==> src/rtl/dal_pkg.sv <==
package dal_pkg;
    typedef enum logic [1:0] {
        MODE_CLEAR = 2'd0,
        MODE_DEMUX = 2'd1,
        MODE_WRITE = 2'd2,
        MODE_HOLD  = 2'd3
    } mode_e;
endpackage

==> src/rtl/dal_mode_decode.sv <==
module dal_mode_decode
    import dal_pkg::*;
(
    input  logic  en_n,
    input  logic  clr_n,
    output mode_e mode
);
    always_comb begin
        case ({en_n, clr_n})
            2'b10:   mode = MODE_CLEAR;
            2'b00:   mode = MODE_DEMUX;
            2'b01:   mode = MODE_WRITE;
            default: mode = MODE_HOLD;
        endcase
    end
endmodule

==> src/rtl/dal_channel.sv <==
module dal_channel
    import dal_pkg::*;
#(
    parameter int ADDR_W = 2,
    localparam int BITS  = 1 << ADDR_W
) (
    input  logic              clk,
    input  logic              rst,
    input  mode_e             mode,
    input  logic [ADDR_W-1:0] addr,
    input  logic              din,
    output logic [BITS-1:0]   q_o
);
    typedef struct packed {
        logic [BITS-1:0] bits;
    } chan_state_t;

    chan_state_t st_d, st_q;
    logic [BITS-1:0] pick;

    always_comb begin
        st_d       = st_q;
        pick       = '0;
        pick[addr] = 1'b1;
        case (mode)
            MODE_CLEAR: st_d.bits = '0;
            MODE_DEMUX: st_d.bits = din ? pick : '0;
            MODE_WRITE: st_d.bits[addr] = din;
            default:    st_d.bits = st_q.bits;
        endcase
        if (rst) st_d.bits = '0;
    end

    always_ff @(posedge clk) begin
        st_q <= st_d;
    end

    assign q_o = st_q.bits;

    a_r1_reset_zero: assert property (@(posedge clk)
        rst |=> (q_o == '0));

    a_r2_clear_zero: assert property (@(posedge clk) disable iff (rst)
        (mode == MODE_CLEAR) |=> (q_o == '0));

    a_r3_demux_one_hot: assert property (@(posedge clk) disable iff (rst)
        (mode == MODE_DEMUX) |=> ($countones(q_o) <= 1 && q_o[$past(addr)] == $past(din)));

    a_r4_write_others_hold: assert property (@(posedge clk) disable iff (rst)
        (mode == MODE_WRITE) |=>
            (((q_o ^ $past(q_o)) & ~(BITS'(1) << $past(addr))) == '0));

    a_r4_write_bit: assert property (@(posedge clk) disable iff (rst)
        (mode == MODE_WRITE) |=> (q_o[$past(addr)] == $past(din)));

    a_r5_hold_stable: assert property (@(posedge clk) disable iff (rst)
        (mode == MODE_HOLD) |=> $stable(q_o));
endmodule

==> src/rtl/dual_addr_latch.sv <==
module dual_addr_latch
    import dal_pkg::*;
#(
    parameter int NUM_CH = 2,
    parameter int ADDR_W = 2,
    localparam int BITS  = 1 << ADDR_W
) (
    input  logic                   clk,
    input  logic                   rst,
    input  logic [ADDR_W-1:0]      addr,
    input  logic                   en_n,
    input  logic                   clr_n,
    input  logic [NUM_CH-1:0]      din,
    output logic [NUM_CH*BITS-1:0] q
);
    mode_e mode;

    dal_mode_decode u_decode (
        .en_n  (en_n),
        .clr_n (clr_n),
        .mode  (mode)
    );

    for (genvar c = 0; c < NUM_CH; c++) begin : g_chan
        dal_channel #(.ADDR_W(ADDR_W)) u_chan (
            .clk  (clk),
            .rst  (rst),
            .mode (mode),
            .addr (addr),
            .din  (din[c]),
            .q_o  (q[c*BITS +: BITS])
        );
    end
endmodule

==> config.mk <==
export PLATFORM = sky130hd
export DESIGN_NAME = dual_addr_latch
export DESIGN_NICKNAME = d
export VERILOG_FILES = /design/src/rtl/dal_pkg.sv /design/src/rtl/dal_mode_decode.sv /design/src/rtl/dal_channel.sv /design/src/rtl/dual_addr_latch.sv
export SDC_FILE = /design/constraint.sdc
export NUM_CORES = 1
export LEC_CHECK = 0
export BUFFER_PORTS_ARGS = -buffer_cell sky130_fd_sc_hd__buf_2
export CAP_MARGIN = 20
export CORE_AREA = 2 2 39 41
export CTS_CLUSTER_SIZE = 10
export DETAILED_ROUTE_END_ITERATION = 10
export DIE_AREA = 0 0 41 43
export GPL_TIMING_DRIVEN = 0
export HOLD_SLACK_MARGIN = 0.15
export PLACE_DENSITY = 0.54
export SYNTH_ARGS = -nofsm -noshare
export SYNTH_HDL_FRONTEND = slang
export SYNTH_SLANG_ARGS = --single-unit
==> constraint.sdc <==
create_clock -name clk -period 1.1 [get_ports clk]
set_input_delay 0.11 -clock clk [delete_from_list [all_inputs] [get_ports clk]]
set_output_delay 0.11 -clock clk [all_outputs]
set_load 0.01 [all_outputs]
======== Yosys cells after proc, flatten, opt, wreduce, memory -nomap -nowiden ========
Cells that the tools add are included.
storage, ports and cells
  register bits ........................... 8
  bits in latches ......................... 0
  RAM bits ................................ 0
  bits in read-only memories .............. 0
  input bits .............................. 8
  logic and storage cells ................. 21
  memories kept ........................... 0
operators by class
  add/subtract/negate cells ............... 0
  multipliers ............................. 0
  div/mod/pow operators ................... 0
  $lt $le $gt $ge ......................... 2
  equal/unequal tests ..................... 4
  shift operators ......................... 0
  multiplexer cells ....................... 9
  bitwise operators ....................... 0
  reductions and logical operators ........ 4
operator list
  cell                                                                number
  case mux 4 bit (3 select lines)                                     2
  bitwise mux 4 bit                                                   2
  2-to-1 mux 4 bit                                                    2
  case mux 2 bit (3 select lines)                                     1
  equality test 2 x 1 -> 1 bit (second input constant)                2
  equality test 2 bit (second input constant)                         2
  logical NOT 2 bit                                                   2
  < comparator 2 x 3 -> 1 bit (second input constant)                 1
  nonzero test 3 bit                                                  1
  demux 1 bit (select 2 bit)                                          1
  greater-or-equal comparator 2 x 1 -> 1 bit (second input constant)  1
  logical AND 1 bit                                                   1
  2-to-1 mux 1 bit                                                    1

======== Depth between registers and ports, before layout ========
  word-level depth ........................ 6
  depth in mapped cells ................... 3
  gate-level depth less buffers ........... 2

======== Modules after synthesis ========
Synthesis repeated with hierarchy kept, for this count alone.
unflattened totals
  cells, all modules ...................... 68
  area, all modules ....................... 568.0 µm²
by module, submodules not included
  module           times used  cells each  area an instance (µm²)
  dal_channel      2           32          266.5
  dal_mode_decode  1           4           35.0

======== Worst setup path after synthesis ========
Ideal clock, no wire load.
  kind .................................... input to register
  start ................................... input addr[0]
  end ..................................... register g_chan[0].u_chan.st_q (netlist bit g_chan[0].u_chan.q_o[0])
  data arrival time ....................... 603 ps
  data required time ...................... 979 ps
  path slack .............................. 376 ps
  cell stages on the path ................. 2
  path buffers ............................ 0
  path through ............................ or3_4 -> mux2i_1
between the ends
  word-level cells in the longest chain between the ends .. 6
  elaborated cells on any way between the ends .. 8
  those cells by class .................... order compare (2); mux (5); reduce/logical (1)
ends and longest elaborated chain
  item                                                                                                             line                                  source
  start: declaration                                                                                               dual_addr_latch.sv:10                 input logic [ADDR_W-1:0] addr,
  < comparator 2 x 3 -> 1 bit (not written as such) or greater-or-equal comparator 2 x 1 -> 1 bit (tied branches)  dal_channel.sv:24, dal_channel.sv:28
  logical AND 1 bit (not written as such)                                                                          dal_channel.sv:24, dal_channel.sv:28
  2-to-1 mux 1 bit (not written as such)                                                                           dal_channel.sv:24, dal_channel.sv:28
  demux 1 bit (select 2 bit) (*)                                                                                   -
  bitwise mux 4 bit or 2-to-1 mux 4 bit (tied branches)                                                            dal_channel.sv:28, dal_channel.sv:27
  case mux 4 bit (3 select lines) (*)                                                                              dal_channel.sv:25                     case (mode)
  end signal: assignment                                                                                           dal_channel.sv:35                     st_q <= st_d;
  end: declaration                                                                                                 dal_channel.sv:18                     chan_state_t st_d, st_q;
Mark *: on every way between the ends. The rest lies on a longest branch, timed or not.
A chain may end at the register's enable or synchronous reset.

======== Worst setup path in the final report ========
  start ................................... register g_chan[1].u_chan.st_q (netlist bit g_chan[1].u_chan.q_o[2])
  end ..................................... output q[6]
RTL lines
  item                      line                   source
  start: declaration        dal_channel.sv:18
  start signal: assignment  dal_channel.sv:35
  end: declaration          dual_addr_latch.sv:14  output logic [NUM_CH*BITS-1:0] q
No word-level cell between the ends.

==> metrics.csv <==
metric,value,unit
outcome,"finished, final reports clean",
insertedDiodeCount,0,
crit_slowest_cell,dfxtp_1,
cts.path.max_buffers,2,
routabilityCongestion,0.611,
yosysMostFrequentCell,nand3b_1,
wl_met3,81,um
synth-main-ff-cell,dfxtp_1,
fp-row-count,14,
synthArstFlopShare,0,%
postRouteAntennaNets,0,
drive_gt1_share,37.5,%
multi_input_area,186,sq um
ys_ff_latch,8,
die_area,0.00176,sq mm
ff_latch_area,160,sq um
crit_required,0.99,ns
synth_cell_types,7,
crit_arrival,0.73,ns
routed_wl,757,um
cts_tree,built,
hold_ws,0.202,ns
cts_setup_buffers,0,
met1_length,354,um
synthAdderAreaFrac,0,%
synth_top_family_by_area,simple AND/OR/NAND/NOR gates,
p_leak,0.216,nW
initial_core_util,25.3,%
antenna_found_initial,0,
routed.top_layer,met4,
start_kind,register,
tns,0,ns
synth_top_area_share,45.7,%
first_pass_iters,6,
synth_cells,31,
slew-limit-headroom,69.9,%
wl_per_cell,11.8,um
ys_seq_area_share,45.7,%
slowest_delay,0.34,ns
finalSetupViolations,0,
drc_errors,0,
num_vias,284,
stdcell_area,463,sq um
grt_use_total,10.4,%
synth.area.mux_share,22.9,%
fp.dieW,41,um
grt_max_degree,11,
synth_top_area_cell,dfxtp_1,
dp_hpwl,556,um
synth-edff-count,0,
grt_pass1_wl,1130,um
syn_area,350,sq um
synthToLayoutAreaGrowth,32.1,%
crit_fanout,2,
worst-path-buf-inv,1,
crit_family,flip-flops,
maxCapViolations,0,
ys_warn_count,0,
fillers,142,
synth_commonest_cells,"nand3b_1, dfxtp_1, mux2i_1",
tightestPinTransition,0.451,ns
largest_reg_flops,8,
worstPathCellList,buf_2,
syn_area_per_cell,11.3,sq um
postCtsResizedCells,0,
max_freq,1190,MHz
grt_pass1_vias,248,
report.final.slew_viol_count,0,
placed_area,440,sq um
endpoint_kind,output pin,
path_clk_slew,0.05,ns
min_path_type,primary input to register,
fin_util,33.5,%
synth_area_leaders,"dfxtp_1, mux2i_1, nand3b_1",
nets,58,
grt_setup_unrepaired,no,
drtIter0Drc,12,
insertion_delay,0.25,ns
synth.net_count,39,
irDropWorstVdd,0.471,mV
criticalPathCategory,register to output pin,
synth_compound_area_share,0,%
synth_xor_area_share,0,%
via_per_inst,4.44,
power_density,1270,mW/mm^2
io_buffers,14,
hold_viol,0,
cts_max_level,1,
fin_crit,0.843,ns
coreArea,0.00138,sq mm
cts-root-buf,clkbuf_4,
numCtsBuffers,3,
dr_wl_met2,308,um
fin_skew,0,ns
cts.sinks,8,
chipHeight,43,um
yosys.area_share.simple,30.4,%
cts-hold-fix-buffers,0,
fin_crit_sh,76.6,%
overflow,0,
io_pins,16,
## report_power, final
| group | switching [mW] | internal, mW |
|---|---|---|
| registers | 0.00318 | 0.297 |
| clock network | 0.0977 | 0.125 |
| logic | 0.0320 | 0.0312 |
## worst paths after layout
| check | startpoint | end | slack, ns | cells after the start |
|---|---|---|---|---|
| max | g_chan[1].u_chan.q_o[2]$_SDFFE_PP0P_ | q[6] | 0.26 | 1 |
| min | en_n | g_chan[1].u_chan.q_o[2]$_SDFFE_PP0P_ | 0.20 | 3 |
| max reg2reg | g_chan[0].u_chan.q_o[2]$_SDFFE_PP0P_ | g_chan[0].u_chan.q_o[2]$_SDFFE_PP0P_ | 0.49 | 2 |
| min reg2reg | g_chan[0].u_chan.q_o[0]$_SDFFE_PP0P_ | g_chan[0].u_chan.q_o[0]$_SDFFE_PP0P_ | 0.48 | 2 |
## cell type report
class                   instances  share of cell area (%)
flip-flops and latches          8                    34.6
repair buffers                 14                    15.1
multi-input cells              22                    40.3
plain buffers                   1                   0.811
well taps                      16                    4.32
clock buffers                   3                    4.86
## cell usage in the layout (no fill, tap or decap)
cell type	n
mux2i_1	8
dfxtp_1	8
or3_4	1
nor3b_1	2
nand3b_1	9
nand2b_1	2
clkbuf_1	1
clkbuf_4	3
buf_2	14
## logic make-up after synthesis
kind of cell	Yosys count
simple gates	14
mux	8
flops	8
buf+inv	1
## per-layer routing
layer	vias to the layer above	track usage [%]
li1	147	-
met1	121	14.9
met2	14	11.3
met3	2	3.14
met4	0	10.0
met5	-	0
## metrics by stage
| stage | total power, mW | std cells | worst slack (ns) |
|---|---|---|---|
| finish | 0.586 | 64 | 0.257 |
| global route | 0.622 | 64 | 0.224 |
| CTS | 0.596 | 64 | 0.250 |
| detailed placement | 0.370 | 61 | 0.146 |
| global placement | 0.370 | 61 | 0.161 |
| floorplan | 0.341 | 31 | 0.376 |
(Power assumes the default switching activity.)
